`config.mk`:
```
export PLATFORM = sky130hd
export DESIGN_NAME = bitplane_serializer
export DESIGN_NICKNAME = d
export VERILOG_FILES = /design/src/rtl/bpser_pkg.sv /design/src/rtl/bpser_lane.sv /design/src/rtl/bpser_ctrl.sv /design/src/rtl/bpser_pick.sv /design/src/rtl/bitplane_serializer.sv
export SDC_FILE = /design/constraint.sdc
export NUM_CORES = 1
export LEC_CHECK = 0
export ABC_AREA = 1
export CAP_MARGIN = 10
export CORE_ASPECT_RATIO = 1.2
export CORE_MARGIN = 10
export CORE_UTILIZATION = 50
export DETAILED_ROUTE_END_ITERATION = 10
export PLACE_DENSITY = 0.76
export SYNTH_ARGS = -nofsm -noshare
export SYNTH_HDL_FRONTEND = slang
export SYNTH_HIERARCHICAL = 1
export SYNTH_SLANG_ARGS = --single-unit
```
`constraint.sdc`:
```
create_clock -name clk -period 3.8 [get_ports clk]
set_input_delay 0.76 -clock clk [delete_from_list [all_inputs] [get_ports clk]]
set_output_delay 0.76 -clock clk [all_outputs]
set_load 0.01 [all_outputs]
```
`src/rtl/bpser_pkg.sv`:
```
package bpser_pkg;
    typedef enum logic {
        ST_IDLE  = 1'b0,
        ST_SHIFT = 1'b1
    } ctl_state_t;
endpackage

```
`src/rtl/bpser_lane.sv`:
```
module bpser_lane #(
    parameter int COLS = 8
) (
    input  logic            clk,
    input  logic            rst,
    input  logic            load,
    input  logic [COLS-1:0] row_in,
    output logic [COLS-1:0] row_q
);
    always_ff @(posedge clk) begin
        if (rst)
            row_q <= '0;
        else if (load)
            row_q <= row_in;
    end
endmodule

```
`src/rtl/bpser_ctrl.sv`:
```
module bpser_ctrl
    import bpser_pkg::*;
#(
    parameter int BITS = 64,
    localparam int CW = $clog2(BITS)
) (
    input  logic          clk,
    input  logic          rst,
    input  logic          tick,
    output logic          load,
    output logic          busy,
    output logic [CW-1:0] idx,
    output logic          ovr
);
    localparam logic [CW-1:0] LAST = CW'(BITS - 1);

    ctl_state_t    state_q, state_d;
    logic [CW-1:0] cnt_q, cnt_d;
    logic          ovr_q, ovr_set;

    // Next-state and load decode
    always_comb begin
        state_d = state_q;
        cnt_d   = cnt_q;
        load    = 1'b0;
        ovr_set = 1'b0;
        unique case (state_q)
            ST_IDLE: begin
                if (tick) begin            // T_START
                    load    = 1'b1;
                    state_d = ST_SHIFT;
                    cnt_d   = '0;
                end
            end
            ST_SHIFT: begin
                if (cnt_q == LAST) begin
                    if (tick) begin        // T_CHAIN
                        load  = 1'b1;
                        cnt_d = '0;
                    end else begin         // T_DONE
                        state_d = ST_IDLE;
                        cnt_d   = '0;
                    end
                end else begin             // T_STEP
                    cnt_d   = cnt_q + 1'b1;
                    ovr_set = tick;
                end
            end
            default: state_d = ST_IDLE;
        endcase
    end

    // State register
    always_ff @(posedge clk) begin
        if (rst) begin
            state_q <= ST_IDLE;
            cnt_q   <= '0;
            ovr_q   <= 1'b0;
        end else begin
            state_q <= state_d;
            cnt_q   <= cnt_d;
            ovr_q   <= ovr_q | ovr_set;
        end
    end

    // Outputs
    always_comb begin
        busy = (state_q == ST_SHIFT);
        idx  = cnt_q;
        ovr  = ovr_q;
    end
endmodule

```
`src/rtl/bpser_pick.sv`:
```
module bpser_pick #(
    parameter int BITS = 64,
    localparam int CW = $clog2(BITS)
) (
    input  logic [BITS-1:0] plane,
    input  logic [CW-1:0]   sel,
    input  logic            en,
    output logic            bit_o
);
    always_comb bit_o = en & plane[sel];
endmodule

```
`src/rtl/bitplane_serializer.sv`:
```
module bitplane_serializer #(
    parameter int ROWS = 8,
    parameter int COLS = 8
) (
    input  logic                 clk,
    input  logic                 rst,
    input  logic                 plane_tick,
    input  logic [ROWS*COLS-1:0] pix_bits,
    output logic                 ser_data,
    output logic                 ser_valid,
    output logic                 ser_start,
    output logic                 overrun
);
    localparam int BITS = ROWS * COLS;
    localparam int CW   = $clog2(BITS);

    logic            load, busy;
    logic [CW-1:0]   idx;
    logic [BITS-1:0] shadow;

    bpser_ctrl #(.BITS(BITS)) u_ctrl (
        .clk  (clk),
        .rst  (rst),
        .tick (plane_tick),
        .load (load),
        .busy (busy),
        .idx  (idx),
        .ovr  (overrun)
    );

    // One sense lane per pixel row
    for (genvar r = 0; r < ROWS; r++) begin : g_lane
        bpser_lane #(.COLS(COLS)) u_lane (
            .clk    (clk),
            .rst    (rst),
            .load   (load),
            .row_in (pix_bits[r*COLS +: COLS]),
            .row_q  (shadow[r*COLS +: COLS])
        );
    end

    bpser_pick #(.BITS(BITS)) u_pick (
        .plane (shadow),
        .sel   (idx),
        .en    (busy),
        .bit_o (ser_data)
    );

    assign ser_valid = busy;
    assign ser_start = busy && (idx == '0);
endmodule

```
Word-level counts from Yosys, hierarchy flattened
Cells that the tools add are included.
Widths: inputs -> output; s select.

word-level totals
  flip-flop bits (word level) = 72
  output and inout bits = 4
  word-level logic and storage cells = 32

operators by class
  $add $sub $neg = 1
  $lt $le $gt $ge = 1
  equal/unequal tests = 2
  multiplexer cells = 12
  bitwise operators = 3
  reductions and logical operators = 2

operators by type and width
  operator             count
  $mux 6               2
  $pmux 6 s2           1
  $lt 6x7->1 const B   1
  $add 6x1->6 const B  1
  $bmux 1 s6           1
  $eq 6x6->1 const B   1
  $logic_not 6->1      1
  $mux 1               6
  $pmux 1 s2           2
  $ne 2x2->1 const B   1
  $and 1x1->1          1
  $logic_and 1x1->1    1
  $not 1->1            1
  $or 1x1->1           1

Longest topological paths before layout
Gate-level depths: netlist of the first run.

  depth in word-level cells = 4
  depth in mapped cells = 11
  mapped depth without buffers = 9

Modules after synthesis
Netlist of the first run, hierarchy kept.

by module, submodules not included
  module               instances  cells an instance  area an instance (µm²)  sequential area each (µm²)
  bpser_lane           8          51                 341.6                   160.2
  bpser_pick           1          153                774.5                   0.0
  bpser_ctrl           1          55                 391.6                   160.2
  bitplane_serializer  1          7                  32.5                    0.0

Least setup slack after synthesis of the first run
No wires, ideal clock.

  kind = reg-to-output
  from = reg u_ctrl.cnt_q[0], in the netlist u_ctrl/idx[0]
  to = out ser_data
  arrival = 1.337 ns
  slack = 1.703 ns
  cell stages (with the launch flop) = 11
  buffers on the path = 2
  cell sequence = dfxtp_1 buf_6 clkbuf_8 nand2_1 nand3_1 nand3_1 nand2_1 nand2_1 nand3_2 nand3_1 a21oi_2

on the way
  word-level cells in the longest chain between the ends = 3

ends and longest elaborated chain
  what                          line                      text
  from (decl)                   bpser_ctrl.sv:18          logic [CW-1:0] cnt_q, cnt_d;
  from (signal assigned)        bpser_ctrl.sv:61          cnt_q <= cnt_d;
  $bmux 1 s6                    bpser_pick.sv:10          always_comb bit_o = en & plane[sel];
  $mux 1 (not written as such)  bpser_pick.sv:10
  $and 1x1->1                   bpser_pick.sv:10
  to (decl)                     bitplane_serializer.sv:9  output logic ser_data,

Every way passes these cells. The select of a mux whose other input is x is not followed.

Worst setup path after layout of the first run
Same ends and word-level chain as after synthesis.

==> key figures, run 1 <==
Status
  – Status: finished clean

Floorplan
  – Starting Density: around 51%
  – I/O Pins: 71
  – Die height: about 120 um
  – Die width: 101 um
  – Rows: 35
  – Core ar.: 7660 um2
  – Die ar.: between 10000 and 15000 um2

Logic synthesis
  – Yosys cell types: 24
  – Yosys warns: 6
  – Mapped Avg Cell Area: 6.31 um2
  – Synth Net Count: 691
  – Register area share after synthesis: a little over a third
  – Synth Instances: a little over 600
  – Yosys reg bits: 72
  – Mapped cell area: approximately 4000 um2

GRT
  – Total Routing Usage GR: between 10 and 15%
  – GRT overflow: 0
  – Pin count of the biggest net entering global routing: between 70 and 80
  – Number of global-route vias before repair: between 3000 and 4000
  – First-pass GRT wire length: 14600 um
  – Initial antenna violation count: 0

Power and ir drop
  – P_leak: ~2.3 nW
  – Final Total Pwr: 1.76 mW
  – Maximum VDD drop: around 0.00027 V
  – Pwr dens: about 370 nW/um2

Timing
  – Worst-Margin Slew: 0.741 ns
  – Final Slew Violations: 0
  – RSZ-0062 raised after global routing: false
  – Final count of hold timing violations: 0
  – Setup violators final: 0
  – Fmax: 294 MHz
  – Layout Skew: approximately 0.0047 ns
  – Final worst path period share: 89.6%
  – Final min period: 3.40 ns
  – Slew headroom: 50.5%
  – Final setup TNS: 0 ns

Worst setup path
  – Critical Setup Path Class: flip-flop to primary output
  – Worst path required time: around 3.0 ns
  – Worst setup EP type: primary output
  – R2R Path End: g_lane[7].u_lane/row_q[6]
  – Flop2flop setup slack: around 1.1 ns
  – Worst-case reg-to-reg path depth: 10
  – Total stage count of the critical path: 10
  – CP Cell Sequence: buf_4 > nand2_1 > nand3_1 > nand3_1 > nand2_1 > nand2_1 > nand3_1 > nand3_1 > a21oi_2 > clkdlybuf4s50_1
  – Worst-path maximum fanout: 26
  – Setup crit start kind: flip-flop
  – WP data arrival: 2.64 ns
  – Setup crit start: u_ctrl/idx[0]
  – CP Buf/Inv Count: 2
  – Most frequent cell on the critical path: nand3_1
  – Critical path's top delay family: buffers and inverters
  – Crit-path slowest cell: dfxtp_1
  – Peak per-stage delay on the critical path: 0.63 ns
  – Crit path capture: ser_data
  – Start of the worst register-to-register path: u_ctrl/idx[0]

Layout
  – Net count reported at finish: 750
  – Layout cell share with drive strength beyond 1: 8.73%
  – Commonest cells after routing, fill and taps aside: nand2_1, nor2_1, inv_1
  – Leading cell type in the layout, fill and taps excluded: nand2_1
  – Filler cell count: roughly 740
  – Post-route cell area: 4690 um2
  – Final Util: between 60% and 70%
  – Register area: 1440 um2
  – Post-Layout Cell Count: 779
  – Antenna cells: 0
  – Area delta synth->final: 19.3%
  – Area taken by multi-input logic gates: roughly 1900 um2

Clock tree
  – Post-CTS Resized: 0
  – Worst skew pair latency: 0.34 ns
  – Num CTS Buffers: 9
  – Clock tree buffer depth: 2
  – Clock sinks: 72
  – # H-tree levels: 3
  – Post-CTS setup buffers: 0
  – Clock slew at reported path FFs: about 0.070 ns
  – CTS tree: built
  – Root buf cell: clkbuf_8
  – Hold_buf cts: 0

Place
  – Placed insts: between 700 and 800
  – RePlAce Congestion: 0.784
  – PortBufs: 70
  – Placed Instance Area: 4490 um2
  – Post-DP HPWL: 6330 um

Drt
  – Drt total wl: 8550 um
  – # DRC: 0
  – Vias post-DR: 3680
  – Average wire per standard cell: around 11 um
  – Via density: 4.72
  – Drt pass-1 iters: 4
  – DRT iter0 DRCs: between 100 and 150
  – Post-route ant nets: 0

Hold path
  – Worst hold path type: flip-flop to flip-flop

Flow run
  – Max-cap viol count: 0
cells in the mapped netlist:
library cell,count,share of area [%]
a21oi_1,7,0.89
a21oi_2,1,0.22
buf_12,1,0.51
buf_2,1,0.13
buf_4,2,0.38
buf_6,22,6.3
clkbuf_8,1,0.35
dfxtp_1,72,37
ha_1,1,0.32
inv_1,83,7.9
inv_2,4,0.38
inv_8,1,0.29
nand2_1,206,20
nand2_2,17,2.7
nand3_1,56,7.1
nand3_2,5,1.3
nand4_1,1,0.16
nor2_1,126,12
nor2_2,10,1.6
o21a_1,2,0.38
o21ai_0,1,0.13
o21ai_2,1,0.22
o21bai_1,1,0.19
or2_1,1,0.16
power breakdown:
group	switching (mW)	internal [mW]
logic	0.163	0.150
registers	0.0390	0.811
clock network	0.274	0.320
total	0.476	1.28
kinds of logic (layout without fill, tap and decap cells):
logic type	Yosys count	in the layout	synth area share (%)
simple gates	422	422	44.7
compound gates	13	13	2.04
flops	72	72	36.7
fa+ha+maj	1	1	0.318
buf+inv	115	179	16.3
sequential cells by signal (all words and copies together) (netlist names):
register,flops
g_lane.u_lane/row_q,64
u_ctrl/busy,1
u_ctrl/ovr,1
u_ctrl/idx,6
layout make-up:
type / instances / area share [%]
inverters: 88 / 7.21
multi-input cells: 436 / 39.6
repair buffers: 75 / 15.7
well taps: 92 / 2.46
clock buffers: 11 / 3.02
flip-flops and latches: 72 / 30.7
clock inverters: 5 / 1.20
worst min-delay path by stage:
stage          cells past startpoint  slack [ns]                        end                       from
6_report                           1        0.47                 u_ctrl/ovr                 u_ctrl/ovr
5_1_grt                            2        0.50  g_lane[7].u_lane/row_q[2]  g_lane[7].u_lane/row_q[2]
4_1_cts                            1        0.47                 u_ctrl/ovr                 u_ctrl/ovr
3_5_place_dp                       1        0.46                 u_ctrl/ovr                 u_ctrl/ovr
3_3_place_gp                       1        0.45                 u_ctrl/ovr                 u_ctrl/ovr
2_1_floorplan                      2        0.45  g_lane[0].u_lane/row_q[1]  g_lane[0].u_lane/row_q[1]
per-layer routing:
layer	up-vias	global-route usage [%]	share of wire, %
li1	1965	-	-
met1	1618	15.9	43
met2	86	26.8	49
met3	11	3.46	5.7
met4	0	6.98	1.7
met5	-	0	0
stage by stage:
| stage | hold slack [ns] | setup WS (ns) |
|---|---|---|
| after floorplan | 0.449 | 1.70 |
| after global placement | 0.449 | 0.828 |
| after detailed placement | 0.457 | 0.776 |
| after CTS | 0.474 | 0.384 |
| after global routing | 0.498 | 0.175 |
| final | 0.468 | 0.395 |
worst register-to-register path: cells and delay by family (launching register included):
family / cells / cell delay [ns]
buffers and inverters: 2 / 0.93
and+or+nand+nor: 7 / 0.81
DFF: 1 / 0.63
adders and majority gates: 1 / 0.26
Power figures use the tool's default switching activity.
==> inputs of run 2 (changes only) <==
--- a/config.mk
+++ b/config.mk
@@ -7,11 +7,13 @@
 export LEC_CHECK = 0
 export ABC_AREA = 1
 export CAP_MARGIN = 10
-export CORE_ASPECT_RATIO = 1.2
+export CELL_PAD_IN_SITES_DETAIL_PLACEMENT = 2
+export CELL_PAD_IN_SITES_GLOBAL_PLACEMENT = 2
+export CORE_ASPECT_RATIO = 1.25
 export CORE_MARGIN = 10
-export CORE_UTILIZATION = 50
+export CORE_UTILIZATION = 28
 export DETAILED_ROUTE_END_ITERATION = 10
-export PLACE_DENSITY = 0.76
+export PLACE_DENSITY = 0.79
 export SYNTH_ARGS = -nofsm -noshare
 export SYNTH_HDL_FRONTEND = slang
 export SYNTH_HIERARCHICAL = 1
==> constraint.sdc (replaced) <==
create_clock -name clk -period 3.7 [get_ports clk]
set_input_delay 0.74 -clock clk [delete_from_list [all_inputs] [get_ports clk]]
set_output_delay 0.74 -clock clk [all_outputs]
set_load 0.01 [all_outputs]
==> run 2 against run 1 <==
Global-route usage fell by 2.5 points. Critical path depth did not move. Cell count rose by 11%. Sequential cell count did not move. Die area rose by 62%. Largest cell class unchanged. Highest routed layer unchanged.
==> key figures, run 2 (synthesis results as in run 1) <==
Layout
  – Area delta synth->final: 24.3%
  – Leading cell type in the layout, fill and taps excluded: nand2_1
  – Layout cell share with drive strength beyond 1: 8.89% (+0.16 points)
  – Top reg by flops: g_lane.u_lane/row_q
  – Max reg flops: 64 (unchanged)
  – Post-Layout Cell Count: 861 (+11%)
  – Commonest cells after routing, fill and taps aside: nand2_1, nor2_1, inv_1
  – Antenna cells: 0 (unchanged)
  – Net count reported at finish: 749 (-0.13%)
  – Final Util: 35.4% (-26 points)

Drt
  – Post-route ant nets: 0 (unchanged)
  – DRT iter0 DRCs: 152 (+3.4%)
  – Via density: 4.51 (-4.6%)
  – Drt pass-1 iters: 4 (unchanged)
  – Vias post-DR: 3881 (+5.5%)
  – # DRC: 0 (unchanged)
  – Drt total wl: 11900 um (+39%)
  – Average wire per standard cell: 13.8 um (+26%)

GRT
  – Number of global-route vias before repair: 4342 (+24%)
  – Initial antenna violation count: 0 (unchanged)
  – Total Routing Usage GR: 12.3% (-2.5 points)
  – First-pass GRT wire length: 19800 um (+36%)
  – GRT overflow: 0 (unchanged)
  – Pin count of the biggest net entering global routing: 129 (+70%)

Timing
  – Layout Skew: 0.00633 ns (+0.00165 ns)
  – Final worst path period share: 90.3%
  – Slew headroom: 46.4% (-4.0 points)
  – Final Slew Violations: 0 (unchanged)
  – Worst-Margin Slew: 0.801 ns (+0.0602 ns)
  – Setup violators final: 0 (unchanged)
  – Final min period: between 3 and 4 ns
  – RSZ-0062 raised after global routing: false
  – Fmax: approximately 300 MHz
  – Worst hold slack: 0.470 ns (+0.00251 ns)
  – Final count of hold timing violations: 0 (unchanged)
  – Final setup TNS: 0 ns (unchanged)

Clock tree
  – Num CTS Buffers: 9 (unchanged)
  – Clock slew at reported path FFs: 0.06 ns (about the same)
  – Post-CTS Resized: 0 (unchanged)
  – Worst skew pair latency: 0.33 ns (about the same)
  – Clock tree buffer depth: 2 (unchanged)
  – Post-CTS setup buffers: 0 (unchanged)
  – Clock sinks: 72 (unchanged)
  – Hold_buf cts: 0 (unchanged)
  – CTS tree: built
  – Root buf cell: clkbuf_16
  – # H-tree levels: 3 (unchanged)

Place
  – PortBufs: 70 (unchanged)
  – RePlAce Congestion: 0.754 (-3.9%)
  – Post-DP HPWL: 8680 um (+37%)
  – Placed insts: 845 (+11%)

Power and ir drop
  – Final Total Pwr: 2.03 mW (+16%)
  – P_leak: 2.34 nW (+1.8%)
  – Maximum VDD drop: 0.000174 V (-36%)
  – Pwr dens: 417 nW/um2 (+11%)

Worst setup path
  – Worst setup EP type: primary output
  – Peak per-stage delay on the critical path: 0.65 ns (+0.02 ns)
  – Setup crit start kind: flip-flop
  – Crit-path slowest cell: dfxtp_2
  – Critical Setup Path Class: flip-flop to primary output
  – CP Cell Sequence: buf_4 > nand2_1 > nand3_1 > nand3_1 > nand2_1 > nand2_1 > nand3_2 > nand3_2 > a21oi_2 > clkdlybuf4s50_1
  – Worst-path maximum fanout: 23 (-12%)
  – Most frequent cell on the critical path: nand2_1
  – WP data arrival: 2.60 ns (-0.04 ns)
  – Worst-case reg-to-reg path depth: 10 (unchanged)
  – Worst path required time: 2.96 ns (-0.08 ns)

Status
  – Status: finished clean

Floorplan
  – Rows: 48 (+37%)
  – Die width: 126 um (+25%)
  – I/O Pins: 71 (unchanged)
  – Core ar.: 13800 um2 (+80%)
  – Die ar.: 19200 um2 (+62%)
  – Die height: 152 um (+30%)
  – Starting Density: 28.5% (-23 points)

Flow run
  – Max-cap viol count: 0 (unchanged)

Hold path
  – Worst hold path type: flip-flop to flip-flop
  – Worst hold stages: 1 (unchanged)
==> run 2: worst paths after layout <==
check                startpoint                         to  slack (ns)
setup / recovery  u_ctrl/idx[0]                   ser_data        0.36
setup reg to reg  u_ctrl/idx[0]  g_lane[7].u_lane/row_q[6]        1.07
hold / removal       u_ctrl/ovr                 u_ctrl/ovr        0.47
hold reg to reg      u_ctrl/ovr                 u_ctrl/ovr        0.47
==> run 2: through the flow <==
step | setup slack [ns] | area, um2
5_1_grt | 0.161 | 4880
3_3_place_gp | 0.780 | 4600
2_1_floorplan | 1.62 | 3930
4_1_cts | 0.318 | 4880
3_5_place_dp | 0.703 | 4600
6_report | 0.360 | 4880
==> run 2: area by class of cell <==
type	count	area (um2)
clock buffer	11	253
multi-input combinational	436	1860
sequential	72	1440
timing repair buffer	74	743
inverter	88	338
clock inverter	5	31.3
tap	175	219
fill	1727	8930
==> run 2: layer usage <==
metal | GRT usage, % | up-vias | routed length, um
met5 | 0 | - | 0
li1 | - | 1960 | -
met1 | 12.2 | 1860 | 4790
met3 | 2.33 | 15 | 266
met2 | 24.1 | 46 | 6630
met4 | 4.78 | 0 | 210
==> run 2: critical path, delay by kind of cell (launching register included) <==
| kind | cells | cell delay [ns] |
|---|---|---|
| flops | 1 | 0.65 |
| simple gates | 7 | 0.58 |
| buf+inv | 2 | 0.87 |
| compound gates | 1 | 0.15 |
==> run 2: report_power, final <==
group          internal (mW)  switching, mW  total [mW]
Combinational          0.155          0.184       0.339
Sequential             0.834         0.0447       0.879
Clock                  0.487          0.329       0.817
Total                   1.48          0.558        2.03
==> inputs of run 3 (changes only) <==
--- a/config.mk
+++ b/config.mk
@@ -9,7 +9,6 @@
 export CAP_MARGIN = 10
 export CELL_PAD_IN_SITES_DETAIL_PLACEMENT = 2
 export CELL_PAD_IN_SITES_GLOBAL_PLACEMENT = 2
-export CORE_ASPECT_RATIO = 1.25
 export CORE_MARGIN = 10
 export CORE_UTILIZATION = 28
 export DETAILED_ROUTE_END_ITERATION = 10
==> run 3 against run 2 <==
Core utilization decreased by 0.099 points. Sequential cell count unchanged. Global-route usage increased by 0.40 points. Cell count increased by 0.70%. Register-to-register slack improved by 0.19 ns. Worst setup slack got worse by 0.0040 ns. Combinational power increased by 1%. Fmax decreased by 0.12%. Sequential power decreased by 0.6%. Largest cell class unchanged. Highest routed layer unchanged.
==> key figures, run 3 (synthesis results as in run 1) <==
Worst setup path
  – Critical Setup Path Class: flip-flop to primary output
  – Peak per-stage delay on the critical path: 0.65 ns (about the same)
  – WP data arrival: 2.60 ns (about the same)
  – Worst path required time: 2.96 ns (about the same)
  – CP Buf/Inv Count: 2 (unchanged)
  – CP Cell Sequence: inv_2 > nand3_1 > nand3_1 > nand2_1 > nand2_1 > nand3_1 > nand3_1 > a21oi_2 > clkdlybuf4s50_1
  – Worst setup EP type: primary output
  – Critical path's top delay family: buffers and inverters
  – Worst-path maximum fanout: 16 (-30%)
  – Setup crit start kind: flip-flop
  – Crit-path slowest cell: dfxtp_1
  – Setup crit start: u_ctrl/idx[1]
  – Most frequent cell on the critical path: nand3_1
  – Start of the worst register-to-register path: u_ctrl/idx[1]

Drt
  – # DRC: 0 (unchanged)
  – Drt pass-1 iters: 4 (unchanged)
  – Post-route ant nets: 0 (unchanged)
  – Via density: 4.42 (-2.0%)
  – Average wire per standard cell: 13.6 um (-1.7%)
  – DRT iter0 DRCs: 106 (-30%)
  – Vias post-DR: 3831 (-1.3%)
  – Drt total wl: 11800 um (-0.99%)

Layout
  – Max reg flops: 64 (unchanged)
  – Net count reported at finish: 751 (+0.27%)
  – Layout cell share with drive strength beyond 1: 8.30% (-0.60 points)
  – Filler cell count: 1690 (-2.1%)
  – Post-Layout Cell Count: 867 (+0.70%)
  – Commonest cells after routing, fill and taps aside: nand2_1, nor2_1, inv_1
  – Leading cell type in the layout, fill and taps excluded: nand2_1
  – Area delta synth->final: 24.0%
  – Antenna cells: 0 (unchanged)
  – Final Util: 35.3% (-0.099 points)
  – Top reg by flops: g_lane.u_lane/row_q

GRT
  – Number of global-route vias before repair: 4271 (-1.6%)
  – Pin count of the biggest net entering global routing: 65 (-50%)
  – GRT overflow: 0 (unchanged)
  – Initial antenna violation count: 0 (unchanged)
  – Total Routing Usage GR: 12.7% (+0.40 points)
  – First-pass GRT wire length: 20500 um (+3.8%)

Clock tree
  – Clock sinks: 72 (unchanged)
  – CTS tree: built
  – Hold_buf cts: 0 (unchanged)
  – Clock slew at reported path FFs: 0.05 ns (about the same)
  – Root buf cell: clkbuf_16
  – Post-CTS setup buffers: 0 (unchanged)
  – Num CTS Buffers: 9 (unchanged)
  – Worst skew pair latency: 0.34 ns (about the same)
  – # H-tree levels: 3 (unchanged)
  – Clock tree buffer depth: 2 (unchanged)
  – Post-CTS Resized: 0 (unchanged)

Timing
  – Setup violators final: 0 (unchanged)
  – Worst Setup Slack, final: 0.356 ns (-0.00400 ns)
  – Worst-Margin Slew: 0.792 ns (-0.00904 ns)
  – Slew headroom: 47.1% (+0.60 points)
  – Final worst path period share: 90.4% (+0.11 points)
  – Fmax: 299 MHz (-0.12%)
  – Layout Skew: 0.00364 ns (-0.00269 ns)
  – Final setup TNS: 0 ns (unchanged)
  – Final count of hold timing violations: 0 (unchanged)
  – Final min period: 3.34 ns (+0.00400 ns)
  – RSZ-0062 raised after global routing: false
  – Final Slew Violations: 0 (unchanged)

Power and ir drop
  – Pwr dens: 415 nW/um2 (-0.42%)
  – Maximum VDD drop: 0.000177 V (+1.8%)
  – P_leak: 2.34 nW (-0.23%)

Floorplan
  – Die height: 138 um (-9.2%)
  – Core ar.: 13800 um2 (about the same)
  – Rows: 43 (-10%)
  – Die ar.: 19200 um2 (-0.16%)
  – I/O Pins: 71 (unchanged)
  – Starting Density: 28.4% (about the same)
  – Die width: 138 um (+9.9%)

Flow run
  – Max-cap viol count: 0 (unchanged)

Place
  – Post-DP HPWL: 8800 um (+1.3%)
  – RePlAce Congestion: 0.772 (+2.4%)
  – Worst slack at placement: 0.713 ns (+0.0103 ns)
  – PortBufs: 70 (unchanged)
  – Placed insts: 852 (+0.83%)

Hold path
  – Worst hold path type: flip-flop to flip-flop
  – Hold_sp: u_ctrl/ovr

Status
  – Status: finished clean
run 3: cell count changes in the layout (fill, tap and decap cells not counted):
cell / delta
dfxtp_2: -1
clkinvlp_4: -1
clkinv_2: -3
dfxtp_1: +1
clkinv_4: -1
clkbuf_1: +4
buf_4: +3
buf_12: -1
run 3: worst paths after layout:
kind,to,slack (ns),cells past startpoint
worst min-delay path,u_ctrl/ovr,0.47,1
worst max-delay path,ser_data,0.36,9
worst min register to register,u_ctrl/ovr,0.47,1
worst max register to register,g_lane[7].u_lane/row_q[6],1.26,9
run 3: report_power, final:
group / internal, mW / switching (mW)
Clock: 0.488 / 0.318
Sequential: 0.834 / 0.0397
Combinational: 0.155 / 0.188
run 3: layout make-up:
| cell class | count | area [um2] | share of cell area (%) |
|---|---|---|---|
| multi-input combinational | 436 | 1860 | 38.1 |
| inverter | 88 | 338 | 6.93 |
| sequential | 72 | 1440 | 29.6 |
| tap | 180 | 225 | 4.62 |
| timing repair buffer | 76 | 746 | 15.3 |
| clock buffer | 15 | 268 | 5.49 |
run 3: through the flow:
stage               hold WS [ns]  area [um2]  power [mW]
floorplan                  0.449        3930        1.13
global placement           0.452        4610        1.22
detailed placement         0.469        4610        1.24
CTS                        0.479        4880        2.06
global route               0.500        4880        2.15
finish                     0.471        4880        2.02
run 3: routing by layer:
layer / track usage [%] / part of all wire (%) / up-vias
met5: 0 / 0 / -
met4: 4.61 / 1.4 / 0
met1: 14.6 / 46 / 1804
met2: 22.4 / 49 / 49
li1: - / - / 1967
met3: 2.98 / 2.7 / 11
